[config.mk]
export PLATFORM = sky130hd
export DESIGN_NAME = irq_arbiter
export DESIGN_NICKNAME = d
export VERILOG_FILES = /design/src/rtl/irq_arb_pkg.sv /design/src/rtl/irq_src_qualify.sv /design/src/rtl/irq_prio_select.sv /design/src/rtl/irq_trap_latch.sv /design/src/rtl/irq_arbiter.sv
export SDC_FILE = /design/constraint.sdc
export NUM_CORES = 1
export LEC_CHECK = 0
export ABC_AREA = 1
export CORE_AREA = 2 2 94 78
export DETAILED_ROUTE_END_ITERATION = 16
export DIE_AREA = 0 0 96 80
export DONT_BUFFER_PORTS = 1
export HOLD_SLACK_MARGIN = 0.08
export PLACE_DENSITY = 0.83
export SLEW_MARGIN = 15
export SYNTH_ARGS = -nofsm -noshare
export SYNTH_HDL_FRONTEND = slang
export SYNTH_SLANG_ARGS = --single-unit
[constraint.sdc]
create_clock -name clk -period 2 [get_ports clk]
set_input_delay 0 -clock clk [delete_from_list [all_inputs] [get_ports clk]]
set_output_delay 0 -clock clk [all_outputs]
set_load 0.02 [all_outputs]
[src/rtl/irq_arb_pkg.sv]
package irq_arb_pkg;

   // Class of the event granted in a cycle, in falling precedence order.
   typedef enum logic [2:0] {
      GK_NONE    = 3'd0,
      GK_HW_BR   = 3'd1,
      GK_HW_DATA = 3'd2,
      GK_SW      = 3'd3,
      GK_IRQ     = 3'd4
   } grant_kind_e;

   function automatic int unsigned idx_width(input int unsigned n);
      return (n > 1) ? $clog2(n) : 1;
   endfunction

endpackage

[src/rtl/irq_src_qualify.sv]
module irq_src_qualify #(
   parameter int unsigned NUM_SRC = 8,
   parameter int unsigned LVL_W   = 4,
   parameter int unsigned MAX_LVL = 14
) (
   input  logic [NUM_SRC-1:0]       req,
   input  logic [NUM_SRC*LVL_W-1:0] lvl_flat,
   input  logic [LVL_W-1:0]         cpu_lvl,
   output logic [NUM_SRC-1:0]       elig
);
   localparam logic [LVL_W-1:0] MAX_L = LVL_W'(MAX_LVL);

   for (genvar gi = 0; gi < NUM_SRC; gi++) begin : g_src
      logic [LVL_W-1:0] l;
      assign l        = lvl_flat[gi*LVL_W +: LVL_W];
      assign elig[gi] = req[gi] && (l != '0) && (l <= MAX_L) && (l > cpu_lvl);
   end

endmodule

[src/rtl/irq_prio_select.sv]
module irq_prio_select #(
   parameter int unsigned NUM_SRC  = 8,
   parameter int unsigned LVL_W    = 4,
   parameter int unsigned SUB_W    = 2,
   parameter bit          SEL_TREE = 1'b1,
   parameter int unsigned IDX_W    = 3
) (
   input  logic [NUM_SRC-1:0]       elig,
   input  logic [NUM_SRC*LVL_W-1:0] lvl_flat,
   input  logic [NUM_SRC*SUB_W-1:0] sub_flat,
   output logic                     found,
   output logic [IDX_W-1:0]         win_idx,
   output logic [LVL_W-1:0]         win_lvl
);
   localparam int unsigned KEY_W = LVL_W + SUB_W;
   localparam int unsigned P2    = 1 << IDX_W;

   logic [KEY_W-1:0] win_key;
   assign win_lvl = win_key[KEY_W-1 -: LVL_W];

   if (SEL_TREE) begin : g_tree
      // Pairwise reduction: the left (lower index) entry keeps ties.
      logic             leaf_v [P2];
      logic [KEY_W-1:0] leaf_k [P2];
      logic             t_v    [P2];
      logic [KEY_W-1:0] t_k    [P2];
      logic [IDX_W-1:0] t_i    [P2];

      for (genvar gi = 0; gi < P2; gi++) begin : g_leaf
         if (gi < NUM_SRC) begin : g_real
            assign leaf_v[gi] = elig[gi];
            assign leaf_k[gi] = {lvl_flat[gi*LVL_W +: LVL_W], sub_flat[gi*SUB_W +: SUB_W]};
         end else begin : g_pad
            assign leaf_v[gi] = 1'b0;
            assign leaf_k[gi] = '0;
         end
      end

      always_comb begin
         for (int i = 0; i < P2; i++) begin
            t_v[i] = leaf_v[i];
            t_k[i] = leaf_k[i];
            t_i[i] = IDX_W'(i);
         end
         for (int s = 1; s < P2; s = s * 2) begin
            for (int i = 0; i + s < P2; i = i + 2 * s) begin
               if (t_v[i+s] && (!t_v[i] || (t_k[i+s] > t_k[i]))) begin
                  t_v[i] = 1'b1;
                  t_k[i] = t_k[i+s];
                  t_i[i] = t_i[i+s];
               end
            end
         end
         found   = t_v[0];
         win_key = t_k[0];
         win_idx = t_i[0];
      end
   end else begin : g_linear
      // Ascending scan: only a strictly larger key replaces the holder.
      always_comb begin
         found   = 1'b0;
         win_key = '0;
         win_idx = '0;
         for (int i = 0; i < NUM_SRC; i++) begin
            if (elig[i] && (!found ||
                ({lvl_flat[i*LVL_W +: LVL_W], sub_flat[i*SUB_W +: SUB_W]} > win_key))) begin
               found   = 1'b1;
               win_key = {lvl_flat[i*LVL_W +: LVL_W], sub_flat[i*SUB_W +: SUB_W]};
               win_idx = IDX_W'(i);
            end
         end
      end
   end

endmodule

[src/rtl/irq_trap_latch.sv]
module irq_trap_latch #(
   parameter int unsigned VEC_W = 7
) (
   input  logic             clk,
   input  logic             rst_n,
   input  logic             odd_branch,
   input  logic             odd_data,
   input  logic             swt_req,
   input  logic [VEC_W-1:0] swt_num,
   input  logic             took_br,
   input  logic             took_data,
   input  logic             took_sw,
   output logic             br_act,
   output logic             data_act,
   output logic             sw_act,
   output logic [VEC_W-1:0] sw_vec
);
   logic             br_pend, data_pend, sw_pend;
   logic [VEC_W-1:0] sw_num_q;

   // A strobe counts in its own cycle, so traps need no extra latency.
   assign br_act   = br_pend | odd_branch;
   assign data_act = data_pend | odd_data;
   assign sw_act   = sw_pend | swt_req;
   assign sw_vec   = sw_pend ? sw_num_q : swt_num;

   always_ff @(posedge clk or negedge rst_n) begin
      if (!rst_n) begin
         br_pend   <= 1'b0;
         data_pend <= 1'b0;
         sw_pend   <= 1'b0;
         sw_num_q  <= '0;
      end else begin
         br_pend   <= br_act & ~took_br;
         data_pend <= data_act & ~took_data;
         if (took_sw) begin
            sw_pend <= 1'b0;
         end else if (!sw_pend && swt_req) begin
            sw_pend  <= 1'b1;
            sw_num_q <= swt_num;
         end
      end
   end

endmodule

[src/rtl/irq_arbiter.sv]
module irq_arbiter
   import irq_arb_pkg::*;
#(
   parameter int unsigned NUM_SRC      = 8,
   parameter int unsigned LVL_W        = 4,
   parameter int unsigned SUB_W        = 2,
   parameter int unsigned VEC_W        = 7,
   parameter int unsigned MAX_LVL      = 14,
   parameter int unsigned HWT_LVL      = 15,
   parameter int unsigned IRQ_VEC_BASE = 32,
   parameter int unsigned HWT_BR_VEC   = 2,
   parameter int unsigned HWT_DATA_VEC = 3,
   parameter bit          SEL_TREE     = 1'b1
) (
   input  logic                     clk,
   input  logic                     rst_n,
   input  logic [NUM_SRC-1:0]       irq_req,
   input  logic [NUM_SRC*LVL_W-1:0] irq_lvl,
   input  logic [NUM_SRC*SUB_W-1:0] irq_sub,
   input  logic [LVL_W-1:0]         cpu_lvl,
   input  logic                     swt_req,
   input  logic [VEC_W-1:0]         swt_num,
   input  logic                     odd_branch,
   input  logic                     odd_data,
   output logic                     take,
   output logic [VEC_W-1:0]         vec,
   output logic [LVL_W-1:0]         new_lvl,
   output logic [NUM_SRC-1:0]       irq_clr
);
   localparam int unsigned IDX_W = idx_width(NUM_SRC);

   // Elaboration-time parameter checks.
   if (NUM_SRC < 1) begin : g_bad_src
      $error("irq_arbiter: NUM_SRC must be at least 1");
   end
   if (SUB_W < 1 || LVL_W < 2) begin : g_bad_w
      $error("irq_arbiter: SUB_W >= 1 and LVL_W >= 2 required");
   end
   if (MAX_LVL < 1 || MAX_LVL >= (1 << LVL_W) || HWT_LVL >= (1 << LVL_W)) begin : g_bad_lvl
      $error("irq_arbiter: levels do not fit LVL_W");
   end
   if (IRQ_VEC_BASE + NUM_SRC > (1 << VEC_W) ||
       HWT_BR_VEC >= (1 << VEC_W) || HWT_DATA_VEC >= (1 << VEC_W)) begin : g_bad_vec
      $error("irq_arbiter: vectors do not fit VEC_W");
   end

   logic [NUM_SRC-1:0] elig;
   logic               sel_found;
   logic [IDX_W-1:0]   sel_idx;
   logic [LVL_W-1:0]   sel_lvl;
   logic               br_act, data_act, sw_act;
   logic [VEC_W-1:0]   sw_vec;
   grant_kind_e        gk;
   logic               take_q;
   logic [VEC_W-1:0]   vec_d, vec_q;
   logic [LVL_W-1:0]   lvl_d, lvl_q;
   logic [NUM_SRC-1:0] clr_d, clr_q;

   irq_src_qualify #(
      .NUM_SRC (NUM_SRC),
      .LVL_W   (LVL_W),
      .MAX_LVL (MAX_LVL)
   ) u_qual (
      .req      (irq_req),
      .lvl_flat (irq_lvl),
      .cpu_lvl  (cpu_lvl),
      .elig     (elig)
   );

   irq_prio_select #(
      .NUM_SRC  (NUM_SRC),
      .LVL_W    (LVL_W),
      .SUB_W    (SUB_W),
      .SEL_TREE (SEL_TREE),
      .IDX_W    (IDX_W)
   ) u_sel (
      .elig     (elig),
      .lvl_flat (irq_lvl),
      .sub_flat (irq_sub),
      .found    (sel_found),
      .win_idx  (sel_idx),
      .win_lvl  (sel_lvl)
   );

   irq_trap_latch #(
      .VEC_W (VEC_W)
   ) u_trap (
      .clk        (clk),
      .rst_n      (rst_n),
      .odd_branch (odd_branch),
      .odd_data   (odd_data),
      .swt_req    (swt_req),
      .swt_num    (swt_num),
      .took_br    (gk == GK_HW_BR),
      .took_data  (gk == GK_HW_DATA),
      .took_sw    (gk == GK_SW),
      .br_act     (br_act),
      .data_act   (data_act),
      .sw_act     (sw_act),
      .sw_vec     (sw_vec)
   );

   // Class precedence; the cycle that issues an acknowledge grants nothing.
   always_comb begin
      if (take_q)         gk = GK_NONE;
      else if (br_act)    gk = GK_HW_BR;
      else if (data_act)  gk = GK_HW_DATA;
      else if (sw_act)    gk = GK_SW;
      else if (sel_found) gk = GK_IRQ;
      else                gk = GK_NONE;
   end

   always_comb begin
      vec_d = '0;
      lvl_d = '0;
      clr_d = '0;
      unique case (gk)
         GK_HW_BR: begin
            vec_d = VEC_W'(HWT_BR_VEC);
            lvl_d = LVL_W'(HWT_LVL);
         end
         GK_HW_DATA: begin
            vec_d = VEC_W'(HWT_DATA_VEC);
            lvl_d = LVL_W'(HWT_LVL);
         end
         GK_SW: begin
            vec_d = sw_vec;
            lvl_d = cpu_lvl;
         end
         GK_IRQ: begin
            vec_d          = VEC_W'(IRQ_VEC_BASE) + VEC_W'(sel_idx);
            lvl_d          = sel_lvl;
            clr_d[sel_idx] = 1'b1;
         end
         default: ;
      endcase
   end

   always_ff @(posedge clk or negedge rst_n) begin
      if (!rst_n) begin
         take_q <= 1'b0;
         vec_q  <= '0;
         lvl_q  <= '0;
         clr_q  <= '0;
      end else begin
         take_q <= (gk != GK_NONE);
         vec_q  <= vec_d;
         lvl_q  <= lvl_d;
         clr_q  <= clr_d;
      end
   end

   assign take    = take_q;
   assign vec     = vec_q;
   assign new_lvl = lvl_q;
   assign irq_clr = clr_q;

endmodule

==> summary.md, run 1 <==
| Metric | Value |
|---|---|
| Result of the run | `stopped before the end` |
| Halt point of the flow | `clock tree synthesis` |
| First Error | `[ERROR DPL-0033] detailed placement checks failed during check placement.` |
| Maximum level of the CTS H-tree | `2` |
| Avg Synthesized Cell Area | `between 6 and 7 sq um` |
| Instance area at placement | `between 0.005 and 0.006 sq mm` |
| Fraction of synthesis flops using an asynchronous set or reset pin | `100%` |
| Number of buffers added to fix hold violations after cts | `15` |
| Dominant synthesized flop cell | `sky130_fd_sc_hd__dfrtp_1` |
| Post-synth design cell area | `roughly 0.0042 sq mm` |
| Yosys reg bits | `30` |
| IO buf count | `0` |
| Pre-CTS WS | `-2.16 ns` |
| Post-synthesis sequential area ratio | `a little under a fifth` |
| Resized cells post-CTS | `111` |
| Routability congestion estimate | `0.967` |
| Synth Warn # | `0` |
| Clock sink total | `30` |
| Synth Instances | `roughly 630` |
| Effective utilization at floorplan | `61.8%` |
| Clock root buffer | `sky130_fd_sc_hd__clkbuf_8` |
| Post-CTS setup repair buffer count | `78` |
| Die Ht | `approximately 80 um` |
| Post-detail-place hpwl | `approximately 10 mm` |
| Number of library cell types mapped by synthesis | `33` |
| Nets in the synthesized netlist | `around 800` |
| Die span in x | `96 um` |
| Longest Clk Path Bufs | `2` |
| Number of primary I/O pins | `92` |
| Number of cells after detailed placement | `828` |
| Total clock buffers created by CTS | `5` |
| Std-Cell Rows | `27` |
| Number of flops mapped to enable cells by yosys | `0` |
logic make-up after synthesis:
group                    share of synthesized area (%)
AO/OA/AOI/OAI                                     10.5
adder cells (fa/ha/maj)                           22.3
buffers and inverters                             11.1
flip-flops                                        18.1
AND/OR/NAND/NOR                                   38.1
synth_stat cells, types with 8 or more instances:
| master | number | area, sq um |
|---|---|---|
| sky130_fd_sc_hd__nand4_1 | 11 | 68.8 |
| sky130_fd_sc_hd__o21ai_1 | 10 | 50.1 |
| sky130_fd_sc_hd__nor2_1 | 45 | 169 |
| sky130_fd_sc_hd__nand2_2 | 20 | 125 |
| sky130_fd_sc_hd__nand2_1 | 170 | 638 |
| sky130_fd_sc_hd__ha_1 | 74 | 926 |
| sky130_fd_sc_hd__o21ai_0 | 27 | 135 |
| sky130_fd_sc_hd__dfrtp_1 | 30 | 751 |
| sky130_fd_sc_hd__and2_1 | 8 | 50.1 |
| sky130_fd_sc_hd__a21oi_1 | 22 | 110 |
| sky130_fd_sc_hd__inv_1 | 110 | 413 |
| sky130_fd_sc_hd__nand3_1 | 53 | 265 |
stage by stage:
stage	hold WS, ns	TNS, ns
floorplan	-0.296	-21.89
global placement	-0.295	-29.03
detailed placement	-0.295	-30.89
==> run 2, diff against run 1 <==
- CORE_AREA: 2 2 94 78 -> 2 2 105 107
- DIE_AREA: 0 0 96 80 -> 0 0 107 109
- HOLD_SLACK_MARGIN: 0.08 -> unset
- PLACE_DENSITY: 0.83 -> unset
- PLACE_DENSITY_LB_ADDON: unset -> 0.15
==> summary.md, run 2 <==
| Metric | Value |
|---|---|
| Result of the run | `complete, but fails checks` |
| Violations in the final reports | `setup timing` |
| Final Max Slew Viols | `0` |
| DRC | `0` |
| Transition time at the pin with the least slew margin | `0.329 ns` |
| Max IR drop VDD | `around 600 uV` |
| Layout overhead on the synthesized area | `47.9%` |
| Number of library cell types mapped by synthesis | `33` |
| Pre-antenna DRT Iters | `4` |
| Yosys reg bits | `30` |
| Post-synthesis sequential area ratio | `between 10% and 20%` |
| Area share of the largest cell type after synthesis | `~22%` |
| Number of antenna violations at the first check in global routing | `0` |
| Routed length per instance | `between 10 and 15 um` |
| Drt first-iter violations | `between 150 and 200` |
| Clock sink total | `30` |
| Element type at the critical path start | `input pin` |
| Final worst-path setup slack | `-1.76 ns` |
| Final instance area | `0.00614 sq mm` |
| Count leader, synth | `sky130_fd_sc_hd__nand2_1` |
| Number of flops mapped to enable cells by yosys | `0` |
| Die span in x | `between 100 and 150 um` |
| Total routed wirelength | `approximately 12 mm` |
| Pre-CTS WS | `-2.22 ns` |
| Share of post-route cells with drive strength above 1 | `about a third` |
| Class of the most critical hold timing path | `in2reg` |
| Die Ht | `~110 um` |
| Setup TNS | `-25.01 ns` |
| Clock tree from TritonCTS | `built` |
| IO buf count | `0` |
| Leading cell types by total area after synthesis | `sky130_fd_sc_hd__ha_1 22%, sky130_fd_sc_hd__dfrtp_1 18%, sky130_fd_sc_hd__nand2_1 15%` |
| Worst-path clk slew | `around 0.070 ns` |
| Tot GR Track Use | `about a fifth` |
| Pin count of the biggest net entering global routing | `31` |
| Utilization after layout | `roughly 58%` |
| Final net count | `between 900 and 1k` |
| Area inside the core boundary | `0.0106 sq mm` |
| Pwr dens | `about 580 mW/mm^2` |
| Worst EP arrival | `roughly 4 ns` |
| Count of antenna-violating nets left after detailed routing | `0` |
| Hold Vio Cnt, Final | `0` |
| Period utilisation layout | `188%` |
| Global-route wire length before repair | `roughly 19 mm` |
| Flip-flop count of the largest register after layout | `8` |
| Synth cell count leaders | `170 x sky130_fd_sc_hd__nand2_1, 110 x sky130_fd_sc_hd__inv_1, 74 x sky130_fd_sc_hd__ha_1, 53 x sky130_fd_sc_hd__nand3_1, 45 x sky130_fd_sc_hd__nor2_1` |
| Dominant synthesized flop cell | `sky130_fd_sc_hd__dfrtp_1` |
| Total clock buffers created by CTS | `5` |
| Slowest library cell on the worst path | `sky130_fd_sc_hd__a21oi_4` |
| Max_slew headroom | `between 70% and 80%` |
| Clock latency reported for the late side of the worst-skew pair | `roughly 0.28 ns` |
| Critical path peak fanout | `8` |
| Antenna cell count | `0` |
| Post-synth design cell area | `between 0.004 and 0.005 sq mm` |
| Routability congestion estimate | `0.957` |
| Fraction of synthesis flops using an asynchronous set or reset pin | `100%` |
| Total die area | `~0.012 sq mm` |
| Vias after detailed routing | `roughly 4.4k` |
| Number of primary I/O pins | `92` |
| Synth Warn # | `0` |
| Maximum cell stage delay along the critical path | `0.27 ns` |
| Highest achievable clock rate | `between 0.2 and 0.3 GHz` |
| Sum of overflow across all layers after global routing | `0` |
| Lkg Pwr | `~3.4 nW` |
| Total setup violations reported at the end of the flow | `15` |
| Instance area at placement | `between 0.005 and 0.006 sq mm` |
| Unrepaired setup endpoints after global routing | `true` |
| Vias in the first global route | `4342` |
| Most frequent cells in the layout | `141 x sky130_fd_sc_hd__nand2_1, 128 x sky130_fd_sc_hd__buf_4, 100 x sky130_fd_sc_hd__inv_1` |
| Tightest hold margin | `between 0.05 and 0.06 ns` |
| Critical Path Most Common Cell | `sky130_fd_sc_hd__nand2_1` |
| Clock Skews | `approximately 0.009 ns` |
| Synth Instances | `roughly 630` |
| Clock root buffer | `sky130_fd_sc_hd__clkbuf_8` |
| Via density per instance | `between 4 and 5` |
| Library cell occupying the most area in the post-synthesis netlist | `sky130_fd_sc_hd__ha_1` |
| Effective utilization at floorplan | `39.2%` |
| Avg Synthesized Cell Area | `6.57 sq um` |
| Crit Path Class | `in2reg` |
| Most frequent standard cell in the layout excluding fill and tap cells | `sky130_fd_sc_hd__nand2_1` |
| Post-detail-place hpwl | `about 9.4 mm` |
| Longest Clk Path Bufs | `2` |
| Std-Cell Rows | `38` |
| Crit path time final | `approximately 3.8 ns` |
| Nets in the synthesized netlist | `approximately 780` |
| Maximum level of the CTS H-tree | `2` |
| Filler Cell Count | `a little under 1k` |
| Max-cap violation count | `0` |
| Nature of the critical path endpoint | `flip-flop` |
| Data required time at the worst endpoint | `2.20 ns` |
==> run 2: cell counts after synthesis <==
Identical to the previous run, type by type.
==> run 2: per-layer routing <==
layer | vias to the layer above | wire length (um) | GRT usage (%)
li1 | 2343 | - | -
met1 | 1982 | 5290 | 25.5
met2 | 88 | 6100 | 37.0
met5 | - | 0 | 0
met4 | 0 | 211 | 4.36
met3 | 16 | 423 | 1.91
==> run 2: cell families after synthesis <==
group / Yosys count / share of synthesized area (%)
DFF: 30 / 18.1
adders and majority gates: 74 / 22.3
and+or+nand+nor: 334 / 38.1
buffers and inverters: 118 / 11.1
AOI/OAI and AO/OA: 76 / 10.5
==> run 2: power by group <==
part | switching [mW] | internal [mW]
clock network | 0.222 | 0.366
registers | 0.169 | 0.761
logic | 1.11 | 0.940
==> run 2: layout make-up <==
type	instances	area (sq um)	share of cell area [%]
timing repair buffer	149	1210	19.8
tap	140	175	2.85
clock buffer	5	68.8	1.12
multi-input combinational	484	3430	55.8
sequential	30	751	12.2
inverter	115	460	7.49
timing repair inverter	1	3.75	0.0611
clock inverter	3	40.0	0.652
==> run 2: path summary, 6_finish.rpt <==
kind	from	end	slack (ns)	cells after the start
min reg2reg	u_trap.br_pend$_DFF_PN0_	u_trap.br_pend$_DFF_PN0_	0.49	2
min in group asynchronous	rst_n	vec[6]$_DFF_PN0_	0.16	2
max in group asynchronous	rst_n	irq_clr[2]$_DFF_PN0_	1.68	2
max reg2reg	u_trap.sw_pend$_DFFE_PN0P_	u_trap.sw_num_q[2]$_DFFE_PN0P_	0.36	8
max	cpu_lvl[2]	irq_clr[3]$_DFF_PN0_	-1.76	36
min	swt_req	u_trap.sw_num_q[4]$_DFFE_PN0P_	0.05	2
==> run 2: worst max-delay path, delay by kind of cell <==
| kind | cells | cell delay (ns) |
|---|---|---|
| buffers and inverters | 7 | 0.61 |
| adder cells (fa/ha/maj) | 3 | 0.74 |
| AND/OR/NAND/NOR | 20 | 1.82 |
| AO/OA/AOI/OAI | 6 | 0.77 |
==> run 2: what timing repair did <==
action	4_1_cts	5_1_grt
gates cloned	1	1
endpoints found under the setup margin	15	15
gates resized for setup	37	65
pin swaps	19	30
setup buffers	12	12
endpoints found under the hold margin	48	0
hold buffers	15	0
==> run 2: metrics by stage <==
| step | cells | power [mW] |
|---|---|---|
| floorplan | 632 | 2.00 |
| global placement | 878 | 2.51 |
| detailed placement | 878 | 2.57 |
| CTS | 914 | 3.32 |
| global route | 927 | 3.86 |
| finish | 927 | 3.57 |
Power figures use the tool's default switching activity.
